File: config.mk
export PLATFORM = sky130hd
export DESIGN_NAME = dbg_base_read_gate
export DESIGN_NICKNAME = d
export VERILOG_FILES = /design/src/rtl/dbgrd_pkg.sv /design/src/rtl/dbgrd_trap_eval.sv /design/src/rtl/dbgrd_image.sv /design/src/rtl/dbg_base_read_gate.sv
export SDC_FILE = /design/constraint.sdc
export NUM_CORES = 1
export LEC_CHECK = 0
export ABC_CLOCK_PERIOD_IN_PS = 800
export BUFFER_PORTS_ARGS = -buffer_cell sky130_fd_sc_hd__buf_2
export CAP_MARGIN = 30
export CORE_ASPECT_RATIO = 0.9
export CORE_MARGIN = 1.5
export CORE_UTILIZATION = 28
export CTS_CLUSTER_DIAMETER = 120
export DETAILED_ROUTE_END_ITERATION = 6
export SLEW_MARGIN = 20
export SYNTH_ARGS = -nofsm -noshare
export SYNTH_HDL_FRONTEND = slang
export SYNTH_SLANG_ARGS = --single-unit
File: constraint.sdc
create_clock -name clk -period 0.8 [get_ports clk]
set_input_delay 0.04 -clock clk [delete_from_list [all_inputs] [get_ports clk]]
set_output_delay 0.04 -clock clk [all_outputs]
set_load 0.03 [all_outputs]
File: src/rtl/dbgrd_pkg.sv
package dbgrd_pkg;

  localparam int IMG_W   = 64;
  localparam int WORD_W  = 32;
  localparam int TBL_LSB = 12;
  localparam int TBL_MSB = 47;
  localparam int TBL_W   = TBL_MSB - TBL_LSB + 1;
  localparam int SYN_W   = 8;

  typedef enum logic [2:0] {
    RD_OK    = 3'd0,
    RD_UNDEF = 3'd1,
    RD_TRAP  = 3'd2,
    RD_HYP   = 3'd3
  } rd_kind_e;

  localparam logic [SYN_W-1:0] SYN_WORD  = 8'h05;
  localparam logic [SYN_W-1:0] SYN_PAIR  = 8'h0C;
  localparam logic [SYN_W-1:0] SYN_CC_HV = 8'h00;

  typedef struct packed {
    logic halted;
    logic ign_trap_dbg;
    logic el1_aa32;
    logic el2_aa32;
    logic el3_aa32;
    logic el2_on;
    logic el3_here;
    logic usr_cc_trap;
    logic usr_cc_off;
    logic gen_trap64;
    logic gen_trap32;
    logic l2_dbg_trap;
    logic l2_rom_trap;
    logic l3_dbg_trap;
    logic sec_dbg_off;
    logic l3_prio_opt;
  } trap_ctrl_t;

  typedef struct packed {
    rd_kind_e         kind;
    logic [1:0]       tgt;
    logic [SYN_W-1:0] syn;
  } rd_result_t;

endpackage

File: src/rtl/dbgrd_trap_eval.sv
module dbgrd_trap_eval
  import dbgrd_pkg::*;
(
  input  logic [1:0] el,
  input  logic       pair,
  input  trap_ctrl_t c,
  output rd_result_t res
);

  logic             l3_64, l2_64, l2_32, l2_dbg;
  logic             early_undef, l3_hit, l3_block;
  logic             lvl0, below2;
  logic [SYN_W-1:0] syn_n;

  // Upper-level flags only count when that level is present / enabled
  assign l3_64       = c.el3_here & ~c.el3_aa32;
  assign l2_64       = c.el2_on & ~c.el2_aa32;
  assign l2_32       = c.el2_on & c.el2_aa32;
  assign l2_dbg      = c.l2_dbg_trap | c.l2_rom_trap;
  assign syn_n       = pair ? SYN_PAIR : SYN_WORD;
  assign lvl0        = (el == 2'd0);
  assign below2      = (el == 2'd0) || (el == 2'd1);
  assign early_undef = c.halted & l3_64 & c.sec_dbg_off & c.l3_prio_opt & c.l3_dbg_trap;
  assign l3_hit      = l3_64 & c.l3_dbg_trap;
  assign l3_block    = c.halted & c.sec_dbg_off;

  always_comb begin
    res = '{kind: RD_OK, tgt: 2'd0, syn: '0};
    if (c.halted && c.ign_trap_dbg) begin
      res.kind = RD_OK;                                   // debug bypass
    end else if (el == 2'd3) begin
      res.kind = RD_OK;                                   // top level always reads
    end else if (early_undef) begin
      res.kind = RD_UNDEF;                                // priority override
    end else if (lvl0 && !c.el1_aa32 && c.usr_cc_trap) begin
      res.kind = RD_TRAP;
      res.tgt  = (l2_64 && c.gen_trap64) ? 2'd2 : 2'd1;
      res.syn  = syn_n;
    end else if (lvl0 && c.el1_aa32 && c.usr_cc_off) begin
      if (l2_64 && c.gen_trap64) begin
        res.kind = RD_TRAP;
        res.tgt  = 2'd2;
        res.syn  = syn_n;
      end else if (l2_32 && c.gen_trap32) begin
        res.kind = RD_HYP;
        res.tgt  = 2'd2;
        res.syn  = SYN_CC_HV;
      end else begin
        res.kind = RD_UNDEF;
      end
    end else if (below2 && l2_64 && (l2_dbg || (lvl0 && c.gen_trap64))) begin
      res.kind = RD_TRAP;
      res.tgt  = 2'd2;
      res.syn  = syn_n;
    end else if (below2 && l2_32 && (l2_dbg || (lvl0 && c.gen_trap32))) begin
      res.kind = RD_HYP;
      res.tgt  = 2'd2;
      res.syn  = syn_n;
    end else if (l3_hit) begin
      if (l3_block) begin
        res.kind = RD_UNDEF;
      end else begin
        res.kind = RD_TRAP;
        res.tgt  = 2'd3;
        res.syn  = syn_n;
      end
    end
  end

endmodule

File: src/rtl/dbgrd_image.sv
module dbgrd_image
  import dbgrd_pkg::*;
#(
  parameter int PA_BITS = 40
) (
  input  logic [TBL_W-1:0] base,
  input  logic             base_ok,
  output logic [IMG_W-1:0] img
);

  logic [TBL_W-1:0] base_m;

  // Address bits at or above the physical width read as zero
  for (genvar b = 0; b < TBL_W; b++) begin : g_mask
    if (b + TBL_LSB < PA_BITS) begin : g_keep
      assign base_m[b] = base[b];
    end else begin : g_zero
      assign base_m[b] = 1'b0;
    end
  end

  assign img = {{(IMG_W-TBL_MSB-1){1'b0}}, base_m,
                {(TBL_LSB-2){1'b0}}, {2{base_ok}}};

endmodule

File: src/rtl/dbg_base_read_gate.sv
module dbg_base_read_gate
  import dbgrd_pkg::*;
#(
  parameter int PA_BITS = 40,
  parameter bit REG_OUT = 1'b1
) (
  input  logic                   clk,
  input  logic                   rst_n,
  input  logic                   req_valid,
  input  logic                   req_pair,
  input  logic [1:0]             cur_el,
  input  logic                   halted,
  input  logic                   ign_trap_dbg,
  input  logic                   el1_aa32,
  input  logic                   el2_aa32,
  input  logic                   el3_aa32,
  input  logic                   el2_on,
  input  logic                   el3_here,
  input  logic                   usr_cc_trap,
  input  logic                   usr_cc_off,
  input  logic                   gen_trap64,
  input  logic                   gen_trap32,
  input  logic                   l2_dbg_trap,
  input  logic                   l2_rom_trap,
  input  logic                   l3_dbg_trap,
  input  logic                   sec_dbg_off,
  input  logic                   l3_prio_opt,
  input  logic [TBL_W-1:0]       tbl_base,
  input  logic                   tbl_ok,
  output logic                   rsp_valid,
  output logic [2:0]             rsp_kind,
  output logic [1:0]             rsp_target,
  output logic [SYN_W-1:0]       rsp_syndrome,
  output logic [WORD_W-1:0]      rsp_lo,
  output logic [WORD_W-1:0]      rsp_hi
);

  trap_ctrl_t        ctrl;
  rd_result_t        res;
  logic [IMG_W-1:0]  img;
  logic [WORD_W-1:0] nxt_lo, nxt_hi;
  logic              grant;

  assign ctrl = '{halted: halted, ign_trap_dbg: ign_trap_dbg,
                  el1_aa32: el1_aa32, el2_aa32: el2_aa32, el3_aa32: el3_aa32,
                  el2_on: el2_on, el3_here: el3_here,
                  usr_cc_trap: usr_cc_trap, usr_cc_off: usr_cc_off,
                  gen_trap64: gen_trap64, gen_trap32: gen_trap32,
                  l2_dbg_trap: l2_dbg_trap, l2_rom_trap: l2_rom_trap,
                  l3_dbg_trap: l3_dbg_trap, sec_dbg_off: sec_dbg_off,
                  l3_prio_opt: l3_prio_opt};

  dbgrd_trap_eval u_eval (
    .el   (cur_el),
    .pair (req_pair),
    .c    (ctrl),
    .res  (res)
  );

  dbgrd_image #(.PA_BITS(PA_BITS)) u_img (
    .base    (tbl_base),
    .base_ok (tbl_ok),
    .img     (img)
  );

  // Data only leaves the block on a granted read; upper word for pairs
  assign grant  = (res.kind == RD_OK);
  assign nxt_lo = grant ? img[WORD_W-1:0] : '0;
  assign nxt_hi = (grant && req_pair) ? img[IMG_W-1:WORD_W] : '0;

  if (REG_OUT) begin : g_reg
    always_ff @(posedge clk or negedge rst_n) begin
      if (!rst_n) begin
        rsp_valid <= 1'b0;
      end else begin
        rsp_valid <= req_valid;
      end
    end

    always_ff @(posedge clk or negedge rst_n) begin
      if (!rst_n) begin
        rsp_kind     <= RD_OK;
        rsp_target   <= '0;
        rsp_syndrome <= '0;
        rsp_lo       <= '0;
        rsp_hi       <= '0;
      end else if (req_valid) begin
        rsp_kind     <= res.kind;
        rsp_target   <= res.tgt;
        rsp_syndrome <= res.syn;
        rsp_lo       <= nxt_lo;
        rsp_hi       <= nxt_hi;
      end
    end

    assert_valid_follow_R11: assert property (@(posedge clk) disable iff (!rst_n)
      req_valid |=> rsp_valid);
    assert_idle_follow_R11: assert property (@(posedge clk) disable iff (!rst_n)
      !req_valid |=> !rsp_valid);
    assert_top_level_ok_R4: assert property (@(posedge clk) disable iff (!rst_n)
      (req_valid && cur_el == 2'd3) |=> (rsp_kind == RD_OK));
    assert_halt_bypass_R4: assert property (@(posedge clk) disable iff (!rst_n)
      (req_valid && halted && ign_trap_dbg) |=> (rsp_kind == RD_OK));
    assert_single_hi_zero_R3: assert property (@(posedge clk) disable iff (!rst_n)
      (req_valid && !req_pair) |=> (rsp_hi == '0));
  end else begin : g_comb
    assign rsp_valid    = req_valid;
    assign rsp_kind     = res.kind;
    assign rsp_target   = res.tgt;
    assign rsp_syndrome = res.syn;
    assign rsp_lo       = nxt_lo;
    assign rsp_hi       = nxt_hi;
  end

  assert_no_data_on_fault_R10: assert property (@(posedge clk) disable iff (!rst_n)
    (rsp_valid && rsp_kind != RD_OK) |-> (rsp_lo == '0 && rsp_hi == '0));
  assert_hyp_target_R10: assert property (@(posedge clk) disable iff (!rst_n)
    (rsp_valid && rsp_kind == RD_HYP) |-> (rsp_target == 2'd2));
  assert_trap_syndrome_R5: assert property (@(posedge clk) disable iff (!rst_n)
    (rsp_valid && rsp_kind == RD_TRAP) |-> (rsp_syndrome == SYN_WORD || rsp_syndrome == SYN_PAIR));
  assert_kind_range_R10: assert property (@(posedge clk) disable iff (!rst_n)
    rsp_valid |-> (rsp_kind <= 3'd3));

endmodule

==> results_dict.tcl <==
set metrics [dict create \
    antenna_found_initial 0 \
    layout_min_cycle_time_ns 1.314 \
    start_util_pct 28.97 \
    p_leak_nw 1.725 \
    reg2reg_depth 2 \
    p_per_area_nw_per_um2 1664 \
    drive_above_1_share_pct 52.16 \
    clock_latency_ns 0.28 \
    grt_overflow_total 0 \
    drcViolationCount 0 \
    worstSetupStartpointType "input port" \
    n_antenna_cell 0 \
    die_area_um2 7842 \
    yosys_warnings 0 \
    yosys.cell_types.count 37 \
    grt_pass1_vias 1995 \
    clk_path_buf_depth 2 \
    syn_avg_cell_area_um2 10.46 \
    p_int_w 0.003808 \
    synth_cells 196 \
    arrival_ns 1.49 \
    crit_required_ns 0.98 \
    clockPowerShare_pct 23.3 \
    ff2ff_setup_slack_ns 0.03 \
    ys_seq_area_share_pct 45.18 \
    total_power_w 0.005875 \
    routed_via_density 4.443 \
    cts_buffers 5 \
    clkTransAtPathRegs_ns 0.08 \
    status "complete, but fails checks" \
    ant_nets 0 \
    grt.total_usage_pct 15.95 \
    critPathMaxStageDelay_ns 0.31 \
    routabilityCongestion 0.9067 \
    switchingPower_w 0.002067 \
    cp_cell_sequence "buf_8, nand2b_4, a211o_1, and2_4, a41o_1, a31oi_4, buf_4, buf_12, o2bb2ai_1" \
    cts.sinks 37 \
    p_sw_share_pct 35.18 \
    ff_latch_area_um2 925.9 \
    hold_viol 0 \
    violations "setup timing" \
    hold_path_depth 3 \
    rsz0062_at_grt "yes" \
    async_flop_share_pct 100.0 \
    crit_buf_inv 3 \
    wl_um 6195 \
    hp-start "tbl_base[17]" \
    max_cap_viol_count 0 \
    dr.pass1.iters 4 \
    multi_input_area_um2 1032 \
    drtIter0Drc 24 \
    final.setup.worst_slack_ns -0.5139 \
    fin_skew_ns 0 \
    portBuffers 88 \
    crit_family "compound AO/OA/AOI/OAI gates" \
    ys_ff_latch 37 \
    grt_pass1_wl_um 9798 \
    worst_setup_path_end_kind "flip-flop" \
    setup-violations-final 74 \
    ir_drop_mv 1.188 \
    seqPwrFrac_pct 37.7 \
    cp_max_fo 11 \
    die_y_um 84.17 \
    area_growth_pct 72.22 \
    vias 1955 \
    cts.htree.levels 2 \
    fmax_ghz 0.7611 \
    grt_max_degree 33 \
    comb_power_share_pct 39.0 \
    ios 137 \
    synth-edff-count 0 \
    fill_cells 655 \
    cts_tree "yes" \
    hp-class "input port to flip-flop" \
    r2r-start "rsp_lo[16]" \
    die_w_um 93.18 \
    synthFlopType "dfrtp_1" \
    fp.coreArea_um2 7076 \
    timing.hold.ws_ns 0.006064 \
    holdPathEnd "rsp_lo[29]" \
    num_rows 29 \
    wl_per_cell_um 14.08 \
    r2r-end "rsp_lo[16]" \
    pre_cts_ws_ns -0.7653 \
    drv_slew 0 \
    min_period_over_period_pct 164.2 \
    cp_slowest_cell "a211o_1" \
    hpwl_um 3711 \
    clockRootBuffer "clkbuf_8" \
    path_class "input port to flip-flop" \
    synth_area_um2 2049 \
    fin_nets 405 \
]
per-layer routing:
layer / vias up / part of all wire [%] / GRT usage (%)
met5: - / 0 / 0
met4: 0 / 0.97 / 3.306
met3: 6 / 5.5 / 4.167
met2: 81 / 53 / 29.40
met1: 955 / 40 / 18.47
li1: 913 / - / -
registers in the layout, summed over array words and instances (netlist names):
register,flops
rsp_lo,21
rsp_target,2
rsp_hi,8
rsp_syndrome,3
rsp_kind,2
rsp_valid,1
placed cells by master, fill, tap and decap left out, types with 2 or more instances in the layout:
master and instances:
nand2_1 26, inv_1 3, o21ai_2 2, buf_4 39, dlygate4sd3_1 20, buf_6 44
nor2_1 2, clkbuf_8 6, buf_2 45, conb_1 40, dfrtp_1 37, a21oi_1 3
a31oi_4 2, buf_12 5, buf_8 2, nand3_1 11, o2bb2ai_2 21, o2bb2ai_1 12
how the worst max path moves through the flow:
stage                    from         end  depth (start not counted)
global placement    cur_el[0]  rsp_lo[14]                          8
finish              cur_el[0]   rsp_hi[7]                          9
detailed placement  cur_el[0]  rsp_lo[13]                          8
global route        cur_el[0]   rsp_hi[7]                          9
floorplan           cur_el[0]  rsp_lo[25]                          8
CTS                 cur_el[0]   rsp_hi[7]                          9
stage by stage:
step / area [um2] / util, % / std cells / TNS [ns]
6_report: 3530 / 49.89 / 440 / -19.12
2_1_floorplan: 2203 / - / 235 / -16.35
3_3_place_gp: 2567 / 36.29 / 382 / -23.58
4_1_cts: 3415 / 48.26 / 431 / -16.54
5_1_grt: 3530 / 49.89 / 440 / -22.03
3_5_place_dp: 2567 / 36.29 / 382 / -25.43
cell families after synthesis:
kind of cell / after synthesis / synth area share (%)
muxes: 1 / 0.5494
other: 1 / 0.1830
and+or+nand+nor: 53 / 12.27
DFF: 37 / 45.18
buffers and inverters: 55 / 18.80
AOI/OAI and AO/OA: 49 / 23.02
what timing repair did:
action,CTS,global route
setup buffers,22,9
hold buffers,18,2
cloned,1,0
endpoints found under the hold margin,54,2
resized for setup,108,13
pin swaps,3,9
setup endpoints to repair,74,74
Yosys cell counts (2+ instances only):
library cell | count | area, um2
buf_4 | 41 | 307.8
o2bb2ai_1 | 23 | 201.4
nand3_1 | 12 | 60.06
a211oi_1 | 2 | 15.01
dfrtp_1 | 37 | 925.9
o2bb2ai_2 | 10 | 150.1
clkbuf_1 | 6 | 22.52
nor2_1 | 3 | 11.26
o21ai_0 | 2 | 10.01
nand2_1 | 27 | 101.4
inv_1 | 3 | 11.26
a21oi_1 | 4 | 20.02
nand2b_1 | 2 | 12.51
layout make-up:
type                            count  area share (%)
Clock buffer                        6           2.340
Sequential cell                    37           26.23
Tap cell                           93           3.297
Clock inverter                      2          0.3899
Inverter                            4          0.4254
Multi-Input combinational cell    143           29.24
Timing Repair Buffer              155           38.07
power by group through the flow:
stage | clock network, W | registers (W) | logic [W]
after floorplan | 0 | 0.00258 | 0.000830
after global placement | 0 | 0.00221 | 0.00158
after detailed placement | 0 | 0.00220 | 0.00160
after CTS | 0.00143 | 0.00221 | 0.00220
after global routing | 0.00154 | 0.00224 | 0.00243
final | 0.00137 | 0.00221 | 0.00229
worst reg2reg max path, delay by kind of cell, from the launching register on:
family	cells	cell delay, ns
flops	1	0.42
buf+inv	1	0.15
compound gates	1	0.10
Power figures use the tool's default switching activity.
